## src/rtl/z80pg_pkg.sv

```systemverilog
package z80pg_pkg;
  localparam int ADDR_W = 16;
  localparam int PORT_W = 8;
  localparam int WIN_W  = 2;

  // Port decode sees only the low byte of the address bus.
  function automatic logic port_hit(input logic [ADDR_W-1:0] a,
                                    input logic [PORT_W-1:0] p);
    return a[PORT_W-1:0] == p;
  endfunction

  // Bottom 16 KB window.
  function automatic logic in_low_window(input logic [ADDR_W-1:0] a);
    return a[ADDR_W-1 -: WIN_W] == '0;
  endfunction

  // 16-32 KB region.
  function automatic logic in_second_window(input logic [ADDR_W-1:0] a);
    return a[ADDR_W-1 -: WIN_W] == WIN_W'(1);
  endfunction
endpackage

```

## src/rtl/z80pg_sync.sv

```systemverilog
module z80pg_sync #(
  parameter int W      = 1,
  parameter int STAGES = 2,
  parameter logic [W-1:0] RST_VAL = '0
) (
  input  logic         clk,
  input  logic         rst_n,
  input  logic [W-1:0] d,
  output logic [W-1:0] q
);
  logic [W-1:0] pipe [STAGES];

  for (genvar g = 0; g < STAGES; g++) begin : g_stage
    if (g == 0) begin : g_first
      always_ff @(posedge clk or negedge rst_n)
        if (!rst_n) pipe[0] <= RST_VAL;
        else        pipe[0] <= d;
    end else begin : g_next
      always_ff @(posedge clk or negedge rst_n)
        if (!rst_n) pipe[g] <= RST_VAL;
        else        pipe[g] <= pipe[g-1];
    end
  end

  assign q = pipe[STAGES-1];
endmodule

```

## src/rtl/z80pg_decode.sv

```systemverilog
module z80pg_decode
  import z80pg_pkg::*;
#(
  parameter logic [PORT_W-1:0] PAGE_PORT = 8'h9F
) (
  input  logic              clk,
  input  logic              rst_n,
  input  logic [ADDR_W-1:0] s_addr,
  input  logic              s_m1_n,
  input  logic              s_iorq_n,
  input  logic              s_rd_n,
  input  logic              s_wr_n,
  output logic              ev_fetch0,
  output logic              ev_hi_fetch,
  output logic              ev_io_rd_pg,
  output logic              ev_io_wr_pg
);
  logic fetch_lvl, iord_lvl, iowr_lvl;
  logic fetch_q, iord_q, iowr_q;
  logic fetch_fall, iord_fall, iowr_fall;

  assign fetch_lvl = !s_m1_n && s_iorq_n;
  assign iord_lvl  = !s_iorq_n && !s_rd_n && s_m1_n;
  assign iowr_lvl  = !s_iorq_n && !s_wr_n && s_m1_n;

  always_ff @(posedge clk or negedge rst_n)
    if (!rst_n) {fetch_q, iord_q, iowr_q} <= '0;
    else        {fetch_q, iord_q, iowr_q} <= {fetch_lvl, iord_lvl, iowr_lvl};

  assign fetch_fall = fetch_lvl && !fetch_q;
  assign iord_fall  = iord_lvl && !iord_q;
  assign iowr_fall  = iowr_lvl && !iowr_q;

  assign ev_fetch0   = fetch_fall && (s_addr == '0);
  assign ev_hi_fetch = fetch_fall && in_second_window(s_addr);
  assign ev_io_rd_pg = iord_fall && port_hit(s_addr, PAGE_PORT);
  assign ev_io_wr_pg = iowr_fall && port_hit(s_addr, PAGE_PORT);
endmodule

```

## src/rtl/z80pg_state.sv

```systemverilog
module z80pg_state (
  input  logic clk,
  input  logic rst_n,
  input  logic host_arm,
  input  logic host_disarm,
  input  logic exit_hi_fetch,
  input  logic ev_fetch0,
  input  logic ev_hi_fetch,
  input  logic ev_io_rd_pg,
  input  logic ev_io_wr_pg,
  output logic armed,
  output logic paged
);
  logic go_out, go_in;

  assign go_out = ev_io_wr_pg || (ev_hi_fetch && exit_hi_fetch);
  assign go_in  = ev_fetch0 || ev_io_rd_pg;

  always_ff @(posedge clk or negedge rst_n)
    if (!rst_n)           armed <= 1'b0;
    else if (host_disarm) armed <= 1'b0;
    else if (host_arm)    armed <= 1'b1;

  always_ff @(posedge clk or negedge rst_n)
    if (!rst_n)                      paged <= 1'b0;
    else if (host_disarm || !armed)  paged <= 1'b0;
    else if (go_out)                 paged <= 1'b0;
    else if (go_in)                  paged <= 1'b1;
endmodule

```

## src/rtl/z80_page_ctrl.sv

```systemverilog
module z80_page_ctrl
  import z80pg_pkg::*;
#(
  parameter logic [PORT_W-1:0] PAGE_PORT   = 8'h9F,
  parameter logic [PORT_W-1:0] COMM_PORT   = 8'h3F,
  parameter int                SYNC_STAGES = 2
) (
  input  logic              clk,
  input  logic              rst_n,
  input  logic [ADDR_W-1:0] addr,
  input  logic              m1_n,
  input  logic              mreq_n,
  input  logic              iorq_n,
  input  logic              rd_n,
  input  logic              wr_n,
  input  logic              host_arm,
  input  logic              host_disarm,
  input  logic              exit_hi_fetch,
  input  logic              rom_sel_n_in,
  output logic              rom_sel_n_out,
  output logic              ram_sel_n,
  output logic              comm_sel,
  output logic              paged
);
  localparam int STRB_W = 4;

  logic [ADDR_W-1:0] s_addr;
  logic [STRB_W-1:0] s_strb;
  logic ev_fetch0, ev_hi_fetch, ev_io_rd_pg, ev_io_wr_pg;
  logic armed;
  logic low_win;

  z80pg_sync #(.W(ADDR_W), .STAGES(SYNC_STAGES), .RST_VAL('0)) i_sync_addr (
    .clk(clk), .rst_n(rst_n), .d(addr), .q(s_addr));

  z80pg_sync #(.W(STRB_W), .STAGES(SYNC_STAGES), .RST_VAL('1)) i_sync_strb (
    .clk(clk), .rst_n(rst_n), .d({m1_n, iorq_n, rd_n, wr_n}), .q(s_strb));

  z80pg_decode #(.PAGE_PORT(PAGE_PORT)) i_decode (
    .clk(clk), .rst_n(rst_n), .s_addr(s_addr),
    .s_m1_n(s_strb[3]), .s_iorq_n(s_strb[2]), .s_rd_n(s_strb[1]), .s_wr_n(s_strb[0]),
    .ev_fetch0(ev_fetch0), .ev_hi_fetch(ev_hi_fetch),
    .ev_io_rd_pg(ev_io_rd_pg), .ev_io_wr_pg(ev_io_wr_pg));

  z80pg_state i_state (
    .clk(clk), .rst_n(rst_n), .host_arm(host_arm), .host_disarm(host_disarm),
    .exit_hi_fetch(exit_hi_fetch), .ev_fetch0(ev_fetch0), .ev_hi_fetch(ev_hi_fetch),
    .ev_io_rd_pg(ev_io_rd_pg), .ev_io_wr_pg(ev_io_wr_pg),
    .armed(armed), .paged(paged));

  // Chip selects follow the live bus so memory timing is untouched.
  assign low_win       = in_low_window(addr);
  assign ram_sel_n     = !(paged && !mreq_n && low_win);
  assign rom_sel_n_out = (paged && low_win) ? 1'b1 : rom_sel_n_in;
  assign comm_sel      = !iorq_n && m1_n && (!rd_n || !wr_n) && port_hit(addr, COMM_PORT);
endmodule

```

## config.mk

```make
export PLATFORM = sky130hd
export DESIGN_NAME = z80_page_ctrl
export DESIGN_NICKNAME = d
export VERILOG_FILES = /design/src/rtl/z80pg_pkg.sv /design/src/rtl/z80pg_sync.sv /design/src/rtl/z80pg_decode.sv /design/src/rtl/z80pg_state.sv /design/src/rtl/z80_page_ctrl.sv
export SDC_FILE = /design/constraint.sdc
export NUM_CORES = 1
export LEC_CHECK = 0
export BUFFER_PORTS_ARGS = -buffer_cell sky130_fd_sc_hd__buf_4
export CAP_MARGIN = 20
export CORE_MARGIN = 8
export CORE_UTILIZATION = 54
export CTS_BUF_LIST = sky130_fd_sc_hd__clkbuf_8
export CTS_CLUSTER_DIAMETER = 120
export DETAILED_ROUTE_END_ITERATION = 8
export GPL_TIMING_DRIVEN = 0
export PLACE_DENSITY = 0.76
export SLEW_MARGIN = 40
export SYNTH_ARGS = -nofsm -noshare
export SYNTH_HDL_FRONTEND = slang
export SYNTH_SLANG_ARGS = --single-unit
```

## constraint.sdc

```tcl
create_clock -name clk -period 1.67 [get_ports clk]
set_clock_uncertainty 0.05 [all_clocks]
set_input_delay 0.0835 -clock clk [delete_from_list [all_inputs] [get_ports clk]]
set_output_delay 0.0835 -clock clk [all_outputs]
set_load 0.05 [all_outputs]
```

==> results of run 1 <==
[routing by layer]
metal / global-route usage, % / up-vias
met1: 13.1 / 395
met2: 23.5 / 29
met3: 6.95 / 7
met5: 0 / -
met4: 7.36 / 0
li1: - / 371
[cell usage in the layout (no fill, tap or decap), types with 2 or more instances in the layout]
cell type | synthesis | layout
clkbuf_8 | 0 | 5
nor2_1 | 5 | 5
nor3_1 | 2 | 2
nand3b_1 | 2 | 2
nand4_1 | 2 | 2
clkinv_2 | 0 | 2
buf_4 | 0 | 28
dfrtp_1 | 37 | 37
nand2b_1 | 2 | 2
nor4_1 | 2 | 2
dfstp_2 | 8 | 8
dlygate4sd3_1 | 0 | 23
[flip-flops by register name, indices dropped and copies added, names as in the netlist]
name              cells
i_state.paged         1
i_sync_strb.q         4
i_state.armed         1
i_decode.iowr_q       1
i_sync_strb.pipe      4
i_sync_addr.pipe     16
i_decode.iord_q       1
i_decode.fetch_q      1
i_sync_addr.q        16
[area by class of cell]
cell class | instances | area share [%]
timing repair buffer | 51 | 23.1
clock buffer | 5 | 3.61
sequential | 45 | 59.7
multi-input combinational | 28 | 10.9
tap | 30 | 1.97
clock inverter | 3 | 0.723
[worst reg2reg max path, stage by stage (launching register included)]
cell	delay [ns]
dfrtp_1	0.39
or4_4	0.53
nor4_2	0.17
nand4_1	0.14
a211oi_2	0.22
[kinds of logic after synthesis]
| logic type | after synthesis | share of synthesized area, % |
|---|---|---|
| AND/OR/NAND/NOR | 24 | 12.4 |
| AO/OA/AOI/OAI | 4 | 2.62 |
| flip-flops | 45 | 84.9 |
[synthesized netlist by cell type]
library cell	instances	area [µm²]
dfrtp_1	37	926
and4b_1	1	10.0
nand2_1	1	3.75
a21o_1	1	7.51
nor2_1	5	18.8
or4_4	1	11.3
a31oi_1	1	6.26
a211oi_2	1	12.5
nor3_1	2	10.0
nor4_1	2	12.5
nor4b_2	1	15.0
nand2b_1	2	12.5
and4_2	1	10.0
nor2b_1	1	6.26
nand3b_1	2	15.0
dfstp_2	8	210
nand4_1	2	12.5
nand3_1	1	5.00
nand4bb_1	1	11.3
a2111oi_0	1	8.76
nor4_2	1	12.5
[through the flow]
step	power, W	setup WS, ns
2_1_floorplan	0.00121	0.200
3_3_place_gp	0.00128	0.0842
3_5_place_dp	0.00129	0.0772
4_1_cts	0.00194	0.0364
5_1_grt	0.00200	0.0128
6_report	0.00191	0.0833
[report_power, final]
part           internal (W)  total, W  leakage (nW)  switching [W]
combinational     0.0000831  0.000136         0.283      0.0000524
clock              0.000283  0.000605        0.0491       0.000322
sequential          0.00115   0.00117         0.523      0.0000224
total               0.00152   0.00191         0.856       0.000397
[worst max-delay path by stage]
stage,startpoint,to
after floorplan,i_sync_addr.q[1],i_state.paged
after detailed placement,i_sync_addr.q[1],i_state.paged
after global routing,addr[7],comm_sel
final,addr[7],comm_sel
after CTS,iorq_n,comm_sel
after global placement,i_sync_addr.q[1],i_state.paged
[what timing repair did]
action / CTS / global route
hold buffers: 23 / 0
setup endpoints to repair: 0 / 1
endpoints found under the hold margin: 58 / 0
==> run_results.csv, run 1 <==
group,metric,value,unit
status,outcome,"completed",
die,die_area,4330,µm²
pwr,power_density,1000,nW/µm²
cells_and_area,finalNonFillerCells,162,
clocking,post-cts-setup-buffer-count,0,
synth,avgSynthCellArea,18.3,µm²
clocking,clk_latency,0.29,ns
detailed_routing,vias,802,
setup_path,r2r_cells,4,
synth,ys_ff_latch,45,
setup_path,rr_endpoint,"i_state.paged",
cells_and_area,final_util,79.0,%
sta,setup_violations,0,
cells_and_area,diodes,0,
die,die_y,65.8,µm
sta,period_needed,1.59,ns
job,cap_violations,0,
detailed_routing,met3WireLength,181,µm
global_routing,grt_pass1_vias,958,
die,pin_count,31,
synth,syn-cell-area,1340,µm²
global_routing,track_usage,13.7,%
global_routing,grt_max_degree,46,
setup_path,crit_family,"buffers and inverters",
setup_path,cp_num_cells,4,
detailed_routing,ant_nets,0,
clocking,htreeDepth,2,
place,place_hpwl,1640,µm
pwr,cellLeakagePower,0.856,nW
cells_and_area,syn2layout_area_growth,42.4,%
sta,tightestPinTransition,0.506,ns
die,rows,18,
setup_path,worstPathMaxFanout,2,
cells_and_area,drive_gt1_share,37.1,%
cells_and_area,multi_input_comb_area,208,µm²
cells_and_area,final.fill_count,146,
place,place_area,1610,µm²
cells_and_area,design_area,1900,µm²
synth,syn_inst,73,
detailed_routing,route.detailed.drc,0,
global_routing,overflow,0,
detailed_routing,highest_layer,"met4",
setup_path,crit_slowest_cell,"dlygate4sd3_1",
sta,post-route-period-util,95.0,%
setup_path,ff2ff_setup_slack,0.09,ns
sta,slew_viol_final,0,
detailed_routing,routed_wl,2410,µm
global_routing,grt_first_pass_wirelength,4330,µm
clocking,post_cts_resized,0,
clocking,clockRootBuffer,"clkbuf_8",
synth,synth_warnings,0,
pwr,vdd_drop_max,1010,µV
detailed_routing,wl_met1,892,µm
setup_path,arrival,1.45,ns
sta,hold_viol,0,
place,dp.cells,133,
global_routing,antenna_found_initial,0,
setup_path,crit_buf_inv,2,
detailed_routing,dr_wl_met2,1270,µm
sta,holdWs,0.122,ns
detailed_routing,wl_per_cell,14.8,µm
setup_path,reg2reg_from,"i_sync_addr.q[1]",
hold_path,whs_path_depth,4,
setup_path,max_stage_delay,0.55,ns
hold_path,hold_end,"i_state.paged",
place,io_buffers,30,
synth,seq_area_frac_synth,84.9,%
sta,slew_headroom,66.3,%
synth,synth_cell_type_count,21,
hold_path,hold_class,"in2reg",
setup_path,cp-end-kind,"output port",
cells_and_area,seqCellArea,1140,µm²
detailed_routing,viasPerCell,4.95,
setup_path,crit_chain,"dlygate4sd3_1 -> nand4bb_1 -> a2111oi_2 -> buf_4",
sta,timing.fmax,630,MHz
synth,synth_nets,100,
clocking,cts_tree,"done",
die,start_util,55.5,%
detailed_routing,first_pass_iters,5,
cells_and_area,nets,158,
clocking,clock_path_buffers,2,
die,core-area,2410,µm²
hold_path,hold_path.startpoint,"exit_hi_fetch",
die,die_x,65.8,µm
clocking,cts_made_buffers,5,
setup_path,worstPathRequired,1.54,ns
detailed_routing,drt-initial-drc-count,23,
place,gp_congestion,0.763,
sta,rsz0062_at_grt,"false",
setup_path,crit_type,"in2out",
setup_path,startpoint_type,"input port",
clocking,cts_sinks,45,
clocking,clk_pin_slew_worst_paths,0.07,ns
sta,fin_tns_setup,0,ns
Power figures use the tool's default switching activity.
==> run 2, diff against run 1 <==
--- a/config.mk
+++ b/config.mk
@@ -5,6 +5,7 @@
 export SDC_FILE = /design/constraint.sdc
 export NUM_CORES = 1
 export LEC_CHECK = 0
+export ABC_AREA = 1
 export BUFFER_PORTS_ARGS = -buffer_cell sky130_fd_sc_hd__buf_4
 export CAP_MARGIN = 20
 export CORE_MARGIN = 8
==> run 2 against run 1 <==
Effect of this change:
- global-route usage fell by 0.13 points
- design area increased by 5.1%
- non-clock buffer count increased by 2
- critical path type unchanged
- highest routed layer unchanged
==> run_results.csv, run 2 <==
group,metric,value,unit
sta,post-route-period-util,89.9,%
hold_path,hold_path.startpoint,"exit_hi_fetch",
clocking,htreeDepth,2,
synth,synth-simple-area-share,15.1,%
die,die_y,66.8,µm
synth,syn_inst,103,
global_routing,antenna_found_initial,0,
pwr,vdd_drop_max,901,µV
cells_and_area,final_common_cell,"dfrtp_1",
place,place_hpwl,1560,µm
detailed_routing,first_pass_iters,4,
die,start_util,56.7,%
setup_path,crit_slowest_cell,"dlygate4sd3_1",
global_routing,grt_max_degree,46,
cells_and_area,design_area,2000,µm²
synth,synth_nets,130,
setup_path,r2r_cells,3,
cells_and_area,syn2layout_area_growth,43.8,%
die,rows,18,
detailed_routing,routed_wl,2510,µm
status,outcome,"completed",
clocking,post_cts_resized,0,
setup_path,cp-end-kind,"output port",
detailed_routing,viasPerCell,4.59,
detailed_routing,drt-initial-drc-count,7,
sta,slew_headroom,65.1,%
hold_path,whs_path_depth,4,
clocking,clk_pin_slew_worst_paths,0.08,ns
synth,synth_ff_type,"dfrtp_1",
setup_path,crit_start,"addr[15]",
synth,synth_warnings,0,
synth,synth_edf_count,0,
detailed_routing,ant_nets,0,
synth,seq_area_frac_synth,81.6,%
synth,synthXorXnorAreaFrac,0,%
setup_path,crit_family,"buffers and inverters",
die,pin_count,31,
setup_path,worstPathMaxFanout,2,
synth,syn-cell-area,1390,µm²
clocking,cts_sinks,45,
place,io_buffers,30,
setup_path,max_stage_delay,0.54,ns
cells_and_area,final_util,81.5,%
clocking,clock_path_buffers,2,
synth,synth_mux_area_share,0,%
die,die_area,4460,µm²
synth,synthArstFlopShare,100,%
place,gp_congestion,0.761,
sta,setup_violations,0,
pwr,power_density,1060,nW/µm²
synth,ys_ff_latch,45,
hold_path,hold_class,"in2reg",
global_routing,grt_pass1_vias,1024,
synth,synth-compound-area-share,0.359,%
hold_path,hold_end,"i_state.paged",
sta,fin_tns_setup,0,ns
setup_path,crit_buf_inv,3,
synth,synth_area_leaders,"dfrtp_1, dfstp_2, nand2_1",
clocking,cts_tree,"done",
synth,synthAdderAreaFrac,0,%
pwr,cellLeakagePower,0.963,nW
cells_and_area,nets,190,
clocking,post-cts-setup-buffer-count,0,
synth,synth_common_cells,"dfrtp_1, nand2_1, nor2_1",
detailed_routing,vias,891,
synth,avgSynthCellArea,13.5,µm²
clocking,clockRootBuffer,"clkbuf_8",
setup_path,cp_num_cells,6,
die,die_x,66.8,µm
clocking,clk_latency,0.28,ns
clocking,cts_hold_buf,23,
cells_and_area,drive_gt1_share,31.7,%
setup_path,crit_chain,"dlygate4sd3_1 -> buf_4 -> nor2_1 -> nand2_1 -> or2_1 -> buf_4",
setup_path,crit_type,"in2out",
detailed_routing,route.detailed.drc,0,
sta,slew_viol_final,0,
synth,synth_area_leader_cell,"dfrtp_1",
synth,synth_cell_type_count,13,
cells_and_area,final_cell_mix,"dfrtp_1, buf_4, dlygate4sd3_1, nand2_1, nor2_1",
setup_path,startpoint_type,"input port",
sta,period_needed,1.50,ns
setup_path,rr_endpoint,"i_state.armed",
synth,yosys.cell_count.top_type,"dfrtp_1",
setup_path,worstPathRequired,1.54,ns
cells_and_area,diodes,0,
global_routing,track_usage,13.6,%
clocking,cts_made_buffers,5,
place,place_area,1660,µm²
job,cap_violations,0,
synth,yosysTopAreaCellShare,66.5,%
setup_path,ff2ff_setup_slack,0.47,ns
sta,timing.fmax,666,MHz
place,dp.cells,163,
synth,synth_top_family_by_area,"simple AND/OR/NAND/NOR gates",
cells_and_area,finalNonFillerCells,194,
sta,hold_viol,0,
die,core-area,2450,µm²
global_routing,overflow,0,
sta,rsz0062_at_grt,"false",
detailed_routing,wl_per_cell,12.9,µm
global_routing,grt_first_pass_wirelength,4460,µm
setup_path,reg2reg_from,"i_state.armed",
sta,tightestPinTransition,0.524,ns
setup_path,arrival,1.37,ns
setup_path,crit_path_frequent_cell,"buf_4",
[run 2: cell type report]
cell class	count	area (µm²)
Tap cell	30	37.5
Clock buffer	6	82.6
Timing Repair Buffer	53	455
Clock inverter	2	33.8
Fill cell	140	453
Multi-Input combinational cell	47	215
Sequential cell	45	1140
Inverter	11	41.3
[run 2: power breakdown]
group / total [W] / leakage (nW) / internal (W) / switching, W
clock: 0.000799 / 0.0626 / 0.000481 / 0.000318
sequential: 0.00117 / 0.523 / 0.00115 / 0.0000194
combinational: 0.000151 / 0.377 / 0.0000869 / 0.0000637
[run 2: cells by family after synthesis]
kind of cell,count (synthesis)
compound gates,1
buf+inv,11
flops,45
simple gates,46
[run 2: worst reg2reg max path, cell delays in order, from the launching register on]
cell and delay [ns]:
dfrtp_1 0.36, inv_1 0.07, a21oi_1 0.06, dlygate4sd3_1 0.55
[run 2: routing by layer]
metal	wire length [µm]	GRT usage [%]	vias to the layer above	part of all wire (%)
li1	-	-	432	-
met1	939	13.4	428	37
met2	1330	23.2	27	53
met3	209	7.89	4	8.3
met4	29	4.80	0	1.2
met5	0	0	-	0
[run 2: stage by stage]
| step | setup slack (ns) | hold WS, ns | total power, W |
|---|---|---|---|
| after CTS | 0.184 | 0.0786 | 0.00213 |
| after global placement | 0.506 | 0.0318 | 0.00129 |
| final | 0.169 | 0.0803 | 0.00212 |
| after floorplan | 0.253 | -0.262 | 0.00121 |
| after detailed placement | 0.507 | 0.0438 | 0.00130 |
| after global routing | 0.0736 | 0.0789 | 0.00222 |
[run 2: how the worst max path moves through the flow]
stage,end,slack (ns)
2_1_floorplan,comm_sel,0.25
3_3_place_gp,i_state.paged,0.51
3_5_place_dp,i_state.paged,0.51
4_1_cts,ram_sel_n,0.18
5_1_grt,comm_sel,0.07
6_report,ram_sel_n,0.17
